$ cat config.mk
export PLATFORM = sky130hd
export DESIGN_NAME = flash_cmd_tracker
export DESIGN_NICKNAME = d
export VERILOG_FILES = /design/src/rtl/fct_pkg.sv /design/src/rtl/fct_stage.sv /design/src/rtl/fct_irq.sv /design/src/rtl/fct_drain.sv /design/src/rtl/flash_cmd_tracker.sv
export SDC_FILE = /design/constraint.sdc
export NUM_CORES = 1
export LEC_CHECK = 0
export CAP_MARGIN = 20
export CORE_AREA = 2 2 51 53
export CTS_CLUSTER_DIAMETER = 150
export DETAILED_ROUTE_END_ITERATION = 7
export DIE_AREA = 0 0 53 55
export GPL_ROUTABILITY_DRIVEN = 1
export GPL_TIMING_DRIVEN = 0
export PLACE_DENSITY = 0.81
export RECOVER_POWER = 100
export SLEW_MARGIN = 20
export SYNTH_ARGS = -nofsm -noshare
export SYNTH_HDL_FRONTEND = slang
export SYNTH_HIERARCHICAL = 1
export SYNTH_SLANG_ARGS = --single-unit
$ cat constraint.sdc
create_clock -name clk_i -period 2.3 [get_ports clk_i]
set_input_delay 0.345 -clock clk_i [delete_from_list [all_inputs] [get_ports clk_i]]
set_output_delay 0.345 -clock clk_i [all_outputs]
set_load 0.02 [all_outputs]
$ cat src/rtl/fct_pkg.sv
package fct_pkg;
  localparam int NUM_STG = 4;
  localparam int STG_CMD = 0;
  localparam int STG_ECC = 1;
  localparam int STG_DMA = 2;
  localparam int STG_RES = 3;
  localparam int CLR_W   = 3;
  localparam int CLR_DONE = 0;
  localparam int CLR_IDLE = 1;
  localparam int CLR_ERR  = 2;

  function automatic int busy_pos(input int stg, input int bw);
    return 2 + stg * (bw + 1);
  endfunction

  function automatic int err_pos(input int stg, input int bw);
    return 2 + NUM_STG * (bw + 1) + stg;
  endfunction

  function automatic int stat_w(input int bw);
    return 2 + NUM_STG * (bw + 1) + NUM_STG + 1;
  endfunction
endpackage

$ cat src/rtl/fct_stage.sv
module fct_stage #(
  parameter int BUF_W = 2
) (
  input  logic             clk_i,
  input  logic             rst_ni,
  input  logic             start_i,
  input  logic             end_i,
  input  logic [BUF_W-1:0] buf_i,
  input  logic             err_clr_i,
  output logic             accept_o,
  output logic             busy_o,
  output logic [BUF_W-1:0] buf_o,
  output logic             err_o
);
  logic             busy_q;
  logic [BUF_W-1:0] buf_q;
  logic             err_q;
  logic             clash;

  // finish in the same cycle frees the slot for a handoff
  assign accept_o = start_i & (~busy_q | end_i);
  assign clash    = start_i & busy_q & ~end_i;

  always_ff @(posedge clk_i or negedge rst_ni) begin
    if (!rst_ni) begin
      busy_q <= 1'b0;
      buf_q  <= '0;
      err_q  <= 1'b0;
    end else begin
      busy_q <= accept_o | (busy_q & ~end_i);
      if (accept_o) buf_q <= buf_i;
      err_q  <= clash | (err_q & ~err_clr_i);
    end
  end

  assign busy_o = busy_q;
  assign buf_o  = buf_q;
  assign err_o  = err_q;
endmodule

$ cat src/rtl/fct_irq.sv
module fct_irq (
  input  logic clk_i,
  input  logic rst_ni,
  input  logic issue_i,
  input  logic done_evt_i,
  input  logic quiet_i,
  input  logic clr_done_i,
  input  logic clr_idle_i,
  output logic done_o,
  output logic idle_o
);
  logic done_q, idle_q, armed_q;
  logic idle_evt;

  assign idle_evt = armed_q & quiet_i;

  always_ff @(posedge clk_i or negedge rst_ni) begin
    if (!rst_ni) begin
      done_q  <= 1'b0;
      idle_q  <= 1'b0;
      armed_q <= 1'b0;
    end else begin
      done_q  <= done_evt_i | (done_q & ~clr_done_i);
      idle_q  <= idle_evt | (idle_q & ~clr_idle_i);
      armed_q <= issue_i | (armed_q & ~idle_evt);
    end
  end

  assign done_o = done_q;
  assign idle_o = idle_q;
endmodule

$ cat src/rtl/fct_drain.sv
module fct_drain #(
  parameter int BUF_W = 2,
  parameter int N_MON = 2
) (
  input  logic [N_MON-1:0]            busy_i,
  input  logic [N_MON-1:0][BUF_W-1:0] buf_i,
  input  logic [BUF_W-1:0]            query_i,
  output logic                        drained_o
);
  logic [N_MON-1:0] hold;

  for (genvar m = 0; m < N_MON; m++) begin : g_mon
    assign hold[m] = busy_i[m] & (buf_i[m] == query_i);
  end

  assign drained_o = ~|hold;
endmodule

$ cat src/rtl/flash_cmd_tracker.sv
module flash_cmd_tracker
  import fct_pkg::*;
#(
  parameter int BUF_W = 2,
  localparam int STAT_W = fct_pkg::stat_w(BUF_W)
) (
  input  logic              clk_i,
  input  logic              rst_ni,
  input  logic              cmd_issue_i,
  input  logic [BUF_W-1:0]  cmd_buf_i,
  input  logic              cmd_read_i,
  input  logic              cmd_end_i,
  input  logic              ecc_start_i,
  input  logic              ecc_end_i,
  input  logic [BUF_W-1:0]  ecc_buf_i,
  input  logic              dma_start_i,
  input  logic              dma_end_i,
  input  logic [BUF_W-1:0]  dma_buf_i,
  input  logic              res_start_i,
  input  logic              res_end_i,
  input  logic [BUF_W-1:0]  res_buf_i,
  input  logic              wr_en_i,
  input  logic [2:0]        wr_data_i,
  input  logic [BUF_W-1:0]  query_buf_i,
  output logic              query_drained_o,
  output logic              done_irq_o,
  output logic              idle_irq_o,
  output logic [STAT_W-1:0] status_o
);
  localparam int SW = BUF_W + 1;

  logic [NUM_STG-1:0]            stg_start, stg_end, stg_acc, stg_busy, stg_err;
  logic [NUM_STG-1:0][BUF_W-1:0] stg_buf_in, stg_buf;
  logic [CLR_W-1:0]              clr;
  logic                          cmd_read_q;

  assign clr = wr_en_i ? wr_data_i : '0;

  assign stg_start = {res_start_i, dma_start_i, ecc_start_i, cmd_issue_i};
  assign stg_end   = {res_end_i, dma_end_i, ecc_end_i, cmd_end_i};
  assign stg_buf_in[STG_CMD] = cmd_buf_i;
  assign stg_buf_in[STG_ECC] = ecc_buf_i;
  assign stg_buf_in[STG_DMA] = dma_buf_i;
  assign stg_buf_in[STG_RES] = res_buf_i;

  for (genvar s = 0; s < NUM_STG; s++) begin : g_stg
    fct_stage #(.BUF_W(BUF_W)) u_stage (
      .clk_i     (clk_i),
      .rst_ni    (rst_ni),
      .start_i   (stg_start[s]),
      .end_i     (stg_end[s]),
      .buf_i     (stg_buf_in[s]),
      .err_clr_i (clr[CLR_ERR]),
      .accept_o  (stg_acc[s]),
      .busy_o    (stg_busy[s]),
      .buf_o     (stg_buf[s]),
      .err_o     (stg_err[s])
    );
  end

  always_ff @(posedge clk_i or negedge rst_ni) begin
    if (!rst_ni)                cmd_read_q <= 1'b0;
    else if (stg_acc[STG_CMD])  cmd_read_q <= cmd_read_i;
  end

  fct_irq u_irq (
    .clk_i      (clk_i),
    .rst_ni     (rst_ni),
    .issue_i    (cmd_issue_i),
    .done_evt_i (cmd_end_i & stg_busy[STG_CMD]),
    .quiet_i    (~(stg_busy[STG_CMD] | stg_busy[STG_ECC] | stg_busy[STG_DMA])),
    .clr_done_i (clr[CLR_DONE]),
    .clr_idle_i (clr[CLR_IDLE]),
    .done_o     (done_irq_o),
    .idle_o     (idle_irq_o)
  );

  fct_drain #(.BUF_W(BUF_W), .N_MON(2)) u_drain (
    .busy_i    ({stg_busy[STG_DMA], stg_busy[STG_ECC]}),
    .buf_i     ({stg_buf[STG_DMA], stg_buf[STG_ECC]}),
    .query_i   (query_buf_i),
    .drained_o (query_drained_o)
  );

  always_comb begin
    status_o = '0;
    status_o[0] = done_irq_o;
    status_o[1] = idle_irq_o;
    for (int s = 0; s < NUM_STG; s++) begin
      status_o[2 + s*SW]              = stg_busy[s];
      status_o[3 + s*SW +: BUF_W]     = stg_buf[s];
      status_o[2 + NUM_STG*SW + s]    = stg_err[s];
    end
    status_o[STAT_W-1] = cmd_read_q;
  end
endmodule

==> flow_summary.toml, run 1 <==
[outcome]
status = "complete, no violations"

[synthesis]
ys_warn_count = 6
syn_nets = 100
postSynthAreaPerCell_sq_um = 12.6
netlist_area_sq_um = 945
synthCells = 75

[detailed_routing]
drt-met1-wl_um = 742
ant_nets = 0
drtIter0Drc = 1
wl_um = 1900
wl_per_cell_um = 12.3
wl_met3_um = 108
dr_wl_met2_um = 1020
top_layer_used = "met4"
vias_per_cell = 4.50
drc = 0
via_count = 693
dr.pass1.iters = 2

[timing]
rsz0062_at_grt = "no"
fin_skew_ns = 0.00166
tightest_slew_ns = 0.870
fmax_mhz = 454
relSlewSlack_pct = 41.8
setup_violations = 0
tns_ns = 0
min_period_ns = 2.20
fin_crit_sh_pct = 95.8
slew_viol_final = 0
final-hold-violation-count = 0

[setup_path]
startpoint_type = "primary input"
reg2reg_depth = 4
cp_max_fo = 2
crit_arrival_ns = 1.86
cp-end-kind = "output port"
path_class = "primary input to output port"
r2r_slack_ns = 1.13
cp_data_required_time_ns = 1.96

[power]
p_leak_nw = 0.642
p_total_uw = 861
power_density_nw_per_um2 = 609
irDropWorstVdd_mv = 0.314

[clocking]
htree_levels = 1
clock-sinks = 20
cts.clk_slew.worst_paths_ns = 0.10
root_buffer = "clkbuf_4"
numCtsBuffers = 3
clk_latency_ns = 0.28
cts_setup_buffers = 0
cts_tree = "yes"
cts.repair.resized = 0
clockBufferDepth = 2
hold_buffers = 0

[die]
die_width_um = 53
die_area_sq_um = 2920
start_util_pct = 39.9
ios = 47
die_h_um = 55
core_area_sq_um = 2360
rows = 18

[global_route]
grt_pass1_vias = 696
grt_pass1_wl_um = 2930
track_usage_pct = 14.3
overflow = 0
grt_antenna_before_repair = 0
grt_max_degree = 21

[cells_and_area]
final_cells = 154
final_nets = 151
fillCellCount = 207
drive_gt1_share_pct = 11.3
diodes = 0
area_growth_pct = 49.5

[min_path]
hold_depth = 1
hold_class = "flop to flop"

[place]
port_buffers = 46
gp_congestion = 0.696
dp_hpwl_um = 1580
dp.cells = 151

[job]
maxCapViolations = 0
stage by stage:
stage / utilization, % / hold WS, ns / cell area [sq um] / worst slack, ns
after global routing: 59.7 / 0.524 / 1410 / 0.0119
after global placement: 61.0 / 0.465 / 1440 / 0.137
final: 59.7 / 0.499 / 1410 / 0.0964
after detailed placement: 61.0 / 0.480 / 1440 / 0.0850
after floorplan: - / 0.0494 / 945 / 0.897
after CTS: 62.0 / 0.504 / 1470 / 0.0850
worst max-delay path, stage by stage:
cell and delay [ns]:
clkdlybuf4s50_1 0.51, xor2_1 0.15, nor2_1 0.06, a32oi_1 0.16, clkdlybuf4s50_1 0.64
power breakdown:
part	switching (mW)	total (mW)	internal [mW]
combinational	0.133	0.290	0.157
sequential	0.0291	0.423	0.393
clock	0.0879	0.148	0.0606
final timing paths:
kind	startpoint	endpoint
min	u_irq/armed_q	u_irq/armed_q
min reg2reg	u_irq/armed_q	u_irq/armed_q
max	query_buf_i[1]	query_drained_o
max in group asynchronous	rst_ni	g_stg[2].u_stage/buf_o[0]
max reg2reg	g_stg[0].u_stage/busy_o	cmd_read_q
min in group asynchronous	rst_ni	g_stg[1].u_stage/err_o
per-layer routing:
layer / global-route usage, % / up-vias
li1: - / 337
met1: 15.2 / 332
met2: 27.5 / 22
met3: 1.88 / 2
met4: 7.69 / 0
met5: 0 / -
cell type report:
| type | count | area (sq um) | share of cell area [%] |
|---|---|---|---|
| Sequential cell | 20 | 500 | 35.4 |
| Timing Repair Buffer | 46 | 460 | 32.6 |
| Multi-Input combinational cell | 40 | 324 | 22.9 |
| Inverter | 12 | 45.0 | 3.19 |
| Tap cell | 30 | 37.5 | 2.66 |
| Clock buffer | 3 | 22.5 | 1.59 |
| Buffer | 3 | 22.5 | 1.59 |
layout by cell type, fill, tap and decap left out:
cell	n
nand2_1	6
xnor2_1	2
nand2b_1	4
inv_1	12
a21o_1	2
xor2_1	2
dfrtp_1	20
dlygate4sd3_1	27
clkbuf_4	3
nor3_1	1
mux2_1	4
buf_4	3
o22ai_1	4
nand2_4	3
nor2_1	1
clkdlybuf4s50_1	19
a32oi_1	1
o21ai_0	1
and2_0	2
and2_1	2
mux2_4	5
flip-flops by register name (all words and copies together), names as in the netlist:
signal,count
g_stg.u_stage/buf_o,8
g_stg.u_stage/busy_o,4
g_stg.u_stage/err_o,4
cmd_read_q,1
u_irq/armed_q,1
u_irq/done_o,1
u_irq/idle_o,1
Power figures use the tool's default switching activity.
==> inputs of run 2 (changes only) <==
--- a/config.mk
+++ b/config.mk
@@ -5,7 +5,6 @@
 export SDC_FILE = /design/constraint.sdc
 export NUM_CORES = 1
 export LEC_CHECK = 0
-export CAP_MARGIN = 20
 export CORE_AREA = 2 2 51 53
 export CTS_CLUSTER_DIAMETER = 150
 export DETAILED_ROUTE_END_ITERATION = 7
==> results of run 2 <==
Same layout as run 1: the final DEF is identical, and so are final timing and power.
==> inputs of run 3 (changes only) <==
--- a/config.mk
+++ b/config.mk
@@ -5,6 +5,7 @@
 export SDC_FILE = /design/constraint.sdc
 export NUM_CORES = 1
 export LEC_CHECK = 0
+export ABC_AREA = 1
 export CORE_AREA = 2 2 51 53
 export CTS_CLUSTER_DIAMETER = 150
 export DETAILED_ROUTE_END_ITERATION = 7
@@ -13,6 +14,7 @@
 export GPL_TIMING_DRIVEN = 0
 export PLACE_DENSITY = 0.81
 export RECOVER_POWER = 100
+export SETUP_SLACK_MARGIN = 0.15
 export SLEW_MARGIN = 20
 export SYNTH_ARGS = -nofsm -noshare
 export SYNTH_HDL_FRONTEND = slang
==> flow_summary.toml, run 3 <==
[clocking]
cts_tree = "yes"
clk_latency_ns = 0.30
root_buffer = "clkbuf_4"
clock-sinks = 20
numCtsBuffers = 3
cts_setup_buffers = 0
cts.clk_slew.worst_paths_ns = 0.11
clockBufferDepth = 2
htree_levels = 1

[detailed_routing]
via_count = 888
ant_nets = 0
vias_per_cell = 4.40
wl_um = 2000
drtIter0Drc = 7
drc = 0
dr.pass1.iters = 4
wl_per_cell_um = 9.91

[setup_path]
cp-end-kind = "output port"
cp_max_fo = 3
path_class = "primary input to output port"
reg2reg_to = "cmd_read_q"
max_stage_delay_ns = 0.58
cp_cell_sequence = "dlygate4sd3_1, inv_1, nand2_1, nand3_1, nor2_1, nor2_1, dlymetal6s2s_1"
crit_arrival_ns = 1.50
r2r_start = "g_stg[0].u_stage/busy_o"
r2r_slack_ns = 1.28
cpMostUsedCell = "nor2_1"
startpoint_type = "primary input"
cp_data_required_time_ns = 1.96
reg2reg_depth = 6
critical_path.slowest_cell = "dlygate4sd3_1"

[min_path]
hp-start = "cmd_read_q"
hold_end = "cmd_read_q"
hold_class = "flop to flop"
hold_depth = 2

[timing]
slew_viol_final = 0
rsz0062_at_grt = "no"
min_period_ns = 1.84
fin_skew_ns = 0.00271
tightest_slew_ns = 0.891
relSlewSlack_pct = 40.4
final-hold-violation-count = 0
tns_ns = 0
setup_violations = 0
fin_crit_sh_pct = 80.2
fmax_mhz = 542

[cells_and_area]
diodes = 0
design_area_sq_um = 1460
final_common_cell = "nand2_1"
area_growth_pct = 55.0
final_cell_mix = "nand2_1, inv_1, dlygate4sd3_1, dfrtp_1, clkdlybuf4s50_1"
final_nets = 198
largest_reg_flops = 8
drive_gt1_share_pct = 5.23
fillCellCount = 218
final_util_pct = 61.9

[die]
ios = 47
die_area_sq_um = 2920
rows = 18
die_h_um = 55
die_width_um = 53
core_area_sq_um = 2360
start_util_pct = 39.9

[place]
place_area_sq_um = 1440
port_buffers = 46
dp_hpwl_um = 1600
gp_congestion = 0.674

[global_route]
track_usage_pct = 15.3
grt_max_degree = 21
grt_pass1_vias = 852
grt_pass1_wl_um = 3230
grt_antenna_before_repair = 0
overflow = 0

[power]
p_leak_nw = 0.808
irDropWorstVdd_mv = 0.445
p_total_uw = 892
power_density_nw_per_um2 = 609

[outcome]
status = "complete, no violations"

[job]
maxCapViolations = 0

[synthesis]
synthCells = 122
postSynthAreaPerCell_sq_um = 7.74
netlist_area_sq_um = 945
syn_nets = 147
ys_warn_count = 6
==> run 3: routing by layer <==
metal  global-route usage, %  vias up  wire length [um]
li1                        -      459                 -
met1                    16.4      404               810
met2                    28.7       25              1080
met3                    2.96        0               112
met4                    7.69        0                 0
met5                       0        -                 0
==> run 3: timing repair <==
item | 4_1_cts | 5_1_grt
hold buffers | 0 | 0
endpoints found under the setup margin | 0 | 1
resized for setup | 0 | 1
==> run 3: worst max-delay path by stage <==
stage,start,endpoint,slack [ns]
6_report,query_buf_i[1],query_drained_o,0.46
2_1_floorplan,g_stg[1].u_stage/buf_o[0],query_drained_o,0.99
4_1_cts,query_buf_i[0],query_drained_o,0.18
5_1_grt,query_buf_i[1],query_drained_o,0.40
3_5_place_dp,query_buf_i[0],query_drained_o,0.18
3_3_place_gp,query_buf_i[0],query_drained_o,0.21
==> run 3: metrics by stage <==
step | setup WS (ns) | cells | hold slack (ns)
2_1_floorplan | 0.993 | 122 | 0.0494
3_3_place_gp | 0.207 | 198 | 0.454
3_5_place_dp | 0.181 | 198 | 0.465
4_1_cts | 0.175 | 202 | 0.495
5_1_grt | 0.404 | 202 | 0.509
6_report | 0.456 | 202 | 0.487
==> run 3: power by group <==
part	switching, mW	internal, mW	total (mW)
Sequential	0.0263	0.391	0.417
Clock	0.108	0.0965	0.204
Combinational	0.140	0.132	0.271
Total	0.274	0.619	0.892
==> run 3: layout make-up <==
class | instances | area (sq um) | area share [%]
repair buffers | 46 | 463 | 31.6
flip-flops and latches | 20 | 500 | 34.2
plain buffers | 3 | 22.5 | 1.54
inverters | 30 | 113 | 7.69
well taps | 30 | 37.5 | 2.56
clock buffers | 4 | 36.3 | 2.48
multi-input cells | 69 | 292 | 19.9
==> run 3: worst max-delay path: cells and delay by family <==
family        cells  cell delay, ns
simple gates      4            0.26
buf+inv           3            0.90
